## src/rtl/dma_arb_pkg.sv

```systemverilog
package dma_arb_pkg;
    typedef enum logic [2:0] {
        ST_IDLE,
        ST_HOLD,
        ST_T1,
        ST_T2,
        ST_T3,
        ST_T4
    } arb_state_e;
endpackage

```

## src/rtl/dma_req_sync.sv

```systemverilog
module dma_req_sync #(
    parameter int NCH    = 4,
    parameter int STAGES = 2
) (
    input  logic           clk,
    input  logic           rst_n,
    input  logic [NCH-1:0] async_i,
    output logic [NCH-1:0] sync_o
);
    genvar c;
    generate
        for (c = 0; c < NCH; c++) begin : g_ch
            logic [STAGES-1:0] chain_q;
            always_ff @(posedge clk or negedge rst_n) begin
                if (!rst_n) chain_q <= '0;
                else        chain_q <= {chain_q[STAGES-2:0], async_i[c]};
            end
            assign sync_o[c] = chain_q[STAGES-1];
        end
    endgenerate
endmodule

```

## src/rtl/dma_prio_pick.sv

```systemverilog
module dma_prio_pick #(
    parameter int NCH  = 4,
    parameter int CH_W = 2
) (
    input  logic [NCH-1:0]  req_i,
    input  logic [CH_W-1:0] base_i,
    output logic [CH_W-1:0] win_o,
    output logic            any_o
);
    always_comb begin
        int sum;
        win_o = '0;
        any_o = |req_i;
        // search downward so the lowest offset from base is the last one written
        for (int i = NCH - 1; i >= 0; i--) begin
            sum = int'(base_i) + i;
            if (sum >= NCH) sum = sum - NCH;
            if (req_i[sum]) win_o = CH_W'(sum);
        end
    end
endmodule

```

## src/rtl/dma_req_arbiter.sv

```systemverilog
module dma_req_arbiter #(
    parameter int NCH         = 4,
    parameter int SYNC_STAGES = 2,
    localparam int CH_W       = (NCH > 1) ? $clog2(NCH) : 1
) (
    input  logic            clk,
    input  logic            rst_n,
    input  logic [NCH-1:0]  dreq_i,
    input  logic [NCH-1:0]  chan_en_i,
    input  logic            rotate_i,
    input  logic            hold_ack_i,
    output logic            hold_req_o,
    output logic [NCH-1:0]  dack_n_o,
    output logic [CH_W-1:0] grant_idx_o,
    output logic            grant_vld_o
);
    import dma_arb_pkg::*;

    typedef struct packed {
        arb_state_e      st;
        logic [CH_W-1:0] grant;
        logic [CH_W-1:0] ptr;
        logic [NCH-1:0]  en;
    } arb_reg_t;

    arb_reg_t r_d, r_q;

    logic [NCH-1:0]  req_sync;
    logic [NCH-1:0]  req_m;
    logic [CH_W-1:0] after_grant;
    logic [CH_W-1:0] base;
    logic [CH_W-1:0] win;
    logic            win_any;

    dma_req_sync #(
        .NCH    (NCH),
        .STAGES (SYNC_STAGES)
    ) u_sync (
        .clk     (clk),
        .rst_n   (rst_n),
        .async_i (dreq_i),
        .sync_o  (req_sync)
    );

    assign req_m = req_sync & r_q.en;

    // channel just served moves to the bottom: pointer = served + 1, wrapped
    always_comb begin
        if (r_q.grant == CH_W'(NCH - 1)) after_grant = '0;
        else                             after_grant = r_q.grant + 1'b1;
        if (!rotate_i)                 base = '0;
        else if (r_q.st == ST_T4)      base = after_grant;
        else                           base = r_q.ptr;
    end

    dma_prio_pick #(
        .NCH  (NCH),
        .CH_W (CH_W)
    ) u_pick (
        .req_i  (req_m),
        .base_i (base),
        .win_o  (win),
        .any_o  (win_any)
    );

    always_comb begin
        r_d    = r_q;
        r_d.en = chan_en_i;
        unique case (r_q.st)
            ST_IDLE: begin
                if (win_any) r_d.st = ST_HOLD;
            end
            ST_HOLD: begin
                if (hold_ack_i) begin
                    if (win_any) begin
                        r_d.st    = ST_T1;
                        r_d.grant = win;
                    end else begin
                        r_d.st = ST_IDLE;
                    end
                end
            end
            ST_T1: r_d.st = ST_T2;
            ST_T2: r_d.st = ST_T3;
            ST_T3: r_d.st = ST_T4;
            ST_T4: begin
                r_d.ptr = after_grant;
                if (win_any) begin
                    r_d.st    = ST_T1;
                    r_d.grant = win;
                end else begin
                    r_d.st = ST_IDLE;
                end
            end
            default: r_d.st = ST_IDLE;
        endcase
    end

    always_ff @(posedge clk or negedge rst_n) begin
        if (!rst_n) begin
            r_q.st    <= ST_IDLE;
            r_q.grant <= '0;
            r_q.ptr   <= '0;
            r_q.en    <= '0;
        end else begin
            r_q <= r_d;
        end
    end

    assign hold_req_o  = (r_q.st != ST_IDLE);
    assign grant_vld_o = (r_q.st == ST_T1) || (r_q.st == ST_T2) ||
                         (r_q.st == ST_T3) || (r_q.st == ST_T4);
    assign grant_idx_o = r_q.grant;

    always_comb begin
        for (int i = 0; i < NCH; i++) begin
            dack_n_o[i] = !(((r_q.st == ST_T2) || (r_q.st == ST_T3)) &&
                            (r_q.grant == CH_W'(i)));
        end
    end
endmodule

```

## config.mk

```make
export PLATFORM = sky130hd
export DESIGN_NAME = dma_req_arbiter
export DESIGN_NICKNAME = d
export VERILOG_FILES = /design/src/rtl/dma_arb_pkg.sv /design/src/rtl/dma_req_sync.sv /design/src/rtl/dma_prio_pick.sv /design/src/rtl/dma_req_arbiter.sv
export SDC_FILE = /design/constraint.sdc
export NUM_CORES = 1
export LEC_CHECK = 0
export BUFFER_PORTS_ARGS = -buffer_cell sky130_fd_sc_hd__buf_2
export CAP_MARGIN = 20
export CORE_MARGIN = 2
export CORE_UTILIZATION = 54
export CTS_BUF_LIST = sky130_fd_sc_hd__clkbuf_4
export DETAILED_ROUTE_END_ITERATION = 12
export PLACE_DENSITY = 0.8
export SKIP_CTS_REPAIR_TIMING = 1
export SYNTH_ARGS = -nofsm -noshare
export SYNTH_HDL_FRONTEND = slang
export SYNTH_HIERARCHICAL = 1
export SYNTH_SLANG_ARGS = --single-unit
export TNS_END_PERCENT = 5
```

## constraint.sdc

```tcl
create_clock -name clk -period 2.3 [get_ports clk]
set_input_delay 0.46 -clock clk [delete_from_list [all_inputs] [get_ports clk]]
set_output_delay 0.46 -clock clk [all_outputs]
set_load 0.01 [all_outputs]
```

# ---- Word-level counts from Yosys, hierarchy flattened
# Cells that the tools add are included.
# W data, S select, Z words.
dict set report word_totals {
  regBits 19
  inputBits 12
}
dict set report op_classes {
  addsub 8
  n_lt_le_gt_ge 8
  n_eq_ne 10
  n_mux 29
  bitwise 1
  n_reduce_logical 19
}
# cell count
set ops {}
lappend ops {{$lt A32 B4 Y1 const B} 4}
lappend ops {{$mux W32} 4}
lappend ops {{$ge A32 B4 Y1 const B} 3}
lappend ops {{$sub A32 B4 Y32 const B} 3}
lappend ops {{$mux W2} 9}
lappend ops {{$pmux W3 S6} 1}
lappend ops {{$bmux W1 S2} 4}
lappend ops {{$mux W1} 8}
lappend ops {{$add A2 B2 Y3 const B} 2}
lappend ops {{$eq A3 B2 Y1 const B} 2}
lappend ops {{$eq A3 B3 Y1 const B} 2}
lappend ops {{$mux W5} 1}
lappend ops {{$and A4 B4 Y4} 1}
lappend ops {{$eq A2 B2 Y1 const B} 2}
lappend ops {{$logic_and A1 B1 Y1} 4}
lappend ops {{$logic_not A1 Y1} 4}
lappend ops {{$logic_or A1 B1 Y1} 4}
lappend ops {{$pmux W2 S2} 1}
lappend ops {{$reduce_and A2 Y1} 2}
lappend ops {{$reduce_or A4 Y1} 1}
lappend ops {{$sub A2 B3 Y4 const B} 1}
lappend ops {{$add A2 B1 Y3 const B} 1}
lappend ops {{$eq A3 B1 Y1 const B} 1}
lappend ops {{$ge A2 B3 Y1 const B} 1}
lappend ops {{9 further kinds} 9}

# ---- Longest topological paths before layout
dict set report depth {
  depth_word 17
  depth_mapped 8
  depth_no_buf 8
}

# ---- Hierarchy
# The synthesis kept the hierarchy.
# mod n_inst cells_each area_each_um2 seq_area_each_um2
set by_module_without_submodules {}
lappend by_module_without_submodules {dma_req_arbiter 1 49 554.3 275.3}
lappend by_module_without_submodules {dma_req_sync 1 12 230.2 200.2}
lappend by_module_without_submodules {dma_prio_pick 1 13 77.6 0.0}

# ---- Worst setup path after synthesis
# Ideal clock, no wire load.
dict set report synth_path {
  kind {reg-to-reg}
  start {reg r_q, in the netlist grant_idx_o[0]}
  end {reg r_q, in the netlist grant_idx_o[0]}
  arrival_time_ns 1.785
  slack_ns 0.390
  path_stages_with_launch 9
  n_path_buf 0
  path_cell_list {dfrtp_1 inv_1 ha_1 mux2_2 and2_1 nand2b_1 a21oi_1 a211oi_2 mux2_2}
}
# element line
set synth_rtl {}
lappend synth_rtl {{start, declared} dma_req_arbiter.sv:26} ;# arb_reg_t r_d, r_q;
lappend synth_rtl {{start signal, assigned} dma_req_arbiter.sv:106} ;# r_q <= r_d;

==> summary.txt <==
Total Wirelength = 1.30 mm
Remaining Overflow, GRT = 0
register bit total from synthesis = 19
Root Driver = clkbuf_4
Max-Cap Viols = 0
ANT cells = 0
DRT antenna net count = 0
kind of critical path = register to register
GP Congestion = 0.785
YS warnings = 6
clk_lat worst skew = 290 ps
status = completed
# H-tree levels = 1
Critical-path top delay cell = dfrtp_1
Fmax achieved = 479 MHz
Vias = 560
CTS buffer count = 3
reg2reg setup slack = 210 ps
Final Critical Period = 2090 ps
average wire per standard cell = 12.2 µm
CP required = 2490 ps
Iter 0 DRT Violations = 4
# rows = 14
Fin. Hold Viols = 0
Layout fillers = 122
initial core utilization = 57.2%
CP peak stage delay = 450 ps
Pwr Density = 1070 nW/µm²
worst hold path class = primary input to async pin
CTS tree = built
Slew headroom = 73.4%
final number of max-transition violations = 0
vias in the first global route = 498
TritonCTS sink count = 19
Syn Nets = 90
1st-pass router iterations = 4
vias per inst = 5.28
die area = 1930 µm²
Setup violations, final = 0
RSZ-0062 raised after global routing = no
Tot Pwr = 1.02 mW
CP cell instances = inv_1, ha_1, mux2_2, and2_1, nand2b_1, a21oi_1, a211oi_2, mux2_2
DRC Markers = 0
post-route clock skew = 9.44 ps
gr usage total = 16.1%
synthesis-to-finish area growth = 10.7%
# IOs = 20
Setup TNS Final = 0 ps
reg-to-reg endpoint = grant_idx_o[0]
leakage power = 0.448 nW
synthesized area per cell = 11.6 µm²
Reg-to-Reg Start = grant_idx_o[0]
clock slew at reported path FFs = 110 ps
Final Core Density = 63.4%
crit path DAT = 2280 ps
synth unique cells = 23
share of layout cells above drive strength 1 = 33.3%
Worst Tran Pin Value = 400 ps
Post-Syn Instances = 74
VDD IR max = 518 µV
period utilization = 90.9%
initial antenna violation count = 0
Horiz. Die Dim = 44.0 µm
pin count of the biggest net entering global routing = 20
core area = 1510 µm²
CP max FO = 6
CTS Buffer Depth = 2
sequential area share after synthesis = 55.2%
# nets final = 107
CP dominant cell by count = mux2_2
CP endpoint kind = register
Mapped Area = 862 µm²
I/O Buffers = 19
Critical Path Source Type = register
first-pass GRT wire length = 2.17 mm
Die Ht = 44.0 µm
cells on worst reg2reg path = 8
## cells in the mapped netlist
| library cell | n | area, µm² |
|---|---|---|
| o22ai_1 | 1 | 6.26 |
| o21a_1 | 1 | 7.51 |
| and2_1 | 6 | 37.5 |
| or3_2 | 1 | 7.51 |
| xor2_1 | 1 | 8.76 |
| or2b_1 | 1 | 7.51 |
| a211oi_2 | 1 | 12.5 |
| inv_1 | 2 | 7.51 |
| nand2b_1 | 4 | 25.0 |
| mux2i_1 | 1 | 10.0 |
| o21bai_1 | 1 | 7.51 |
| nor2_1 | 7 | 26.3 |
| nor3b_1 | 1 | 7.51 |
| nand3b_1 | 1 | 7.51 |
| ha_1 | 4 | 50.1 |
| nor3b_2 | 1 | 12.5 |
| a21oi_1 | 1 | 5.00 |
| a211oi_1 | 1 | 7.51 |
| nand2_1 | 7 | 26.3 |
| buf_4 | 7 | 52.6 |
| mux2_2 | 4 | 45.0 |
| o32ai_1 | 1 | 8.76 |
| dfrtp_1 | 19 | 475 |
## cells by family (layout without fill, tap and decap cells)
logic type	after synthesis	count (layout)	synth area share, %
AOI/OAI and AO/OA	7	7	6.39
xor gates and xnor gates	1	1	1.02
adders and majority gates	4	4	5.81
buffers and inverters	9	25	6.97
DFF	19	19	55.2
muxes	5	5	6.39
and+or+nand+nor	29	29	18.3
## layout make-up
class | count | area [µm²] | share of cell area (%)
clock buffer | 4 | 30.0 | 3.15
timing repair buffer | 19 | 95.1 | 9.96
inverter | 2 | 7.51 | 0.786
sequential | 19 | 475 | 49.8
multi-input combinational | 46 | 327 | 34.2
tap | 16 | 20.0 | 2.10
## registers in the layout, summed over array words and instances, names as in the netlist
| name | cells |
|---|---|
| grant_idx_o | 2 |
| r_q | 9 |
| u_sync/g_ch.chain_q | 8 |
## per-stage QoR
stage / setup slack [ps] / std cells / cell area [µm²] / hold WS [ps]
after CTS: 208 / 106 / 955 / 87.7
final: 210 / 106 / 955 / 74.4
after global routing: 126 / 106 / 955 / 106
after detailed placement: 279 / 102 / 925 / 339
after global placement: 330 / 102 / 925 / 334
after floorplan: 390 / 74 / 862 / 164
## power breakdown
group	internal, mW	total [mW]	switching (mW)
registers	0.402	0.479	0.0763
logic	0.185	0.369	0.183
clock network	0.0792	0.177	0.0974
## cells in the final DEF, fill, tap and decap left out, drive strengths merged, types with 2 or more instances in the layout
master	Yosys	routed
nand2	7	7
nor2	7	7
a211oi	2	2
buf	7	19
nand2b	4	4
inv	2	2
nor3b	2	2
and2	6	6
mux2	4	4
ha	4	4
clkbuf	0	4
dfrtp	19	19
## layer usage
layer	GRT usage [%]	routed length, µm	vias up
met5	0	0	-
met3	3.75	69	0
li1	-	-	268
met1	20.6	535	270
met4	3.64	0	0
met2	27.6	691	22
## critical path: cells and delay by family (launching register included)
kind                       cells  cell delay [ps]
muxes                          2              540
DFF                            1              450
and+or+nand+nor                2              380
adders and majority gates      1              280
AOI/OAI and AO/OA              2              250
buffers and inverters          1               90
## worst max-delay path by stage
stage	startpoint	endpoint	slack [ps]	depth (start not counted)
floorplan	grant_idx_o[0]	grant_idx_o[0]	390	8
global placement	grant_idx_o[0]	grant_idx_o[0]	330	8
detailed placement	grant_idx_o[0]	grant_idx_o[0]	280	8
CTS	grant_idx_o[0]	grant_idx_o[0]	210	8
global route	grant_idx_o[0]	grant_idx_o[0]	130	8
finish	grant_idx_o[0]	grant_idx_o[0]	210	8
No activity file was read; power rests on OpenSTA's default activity.
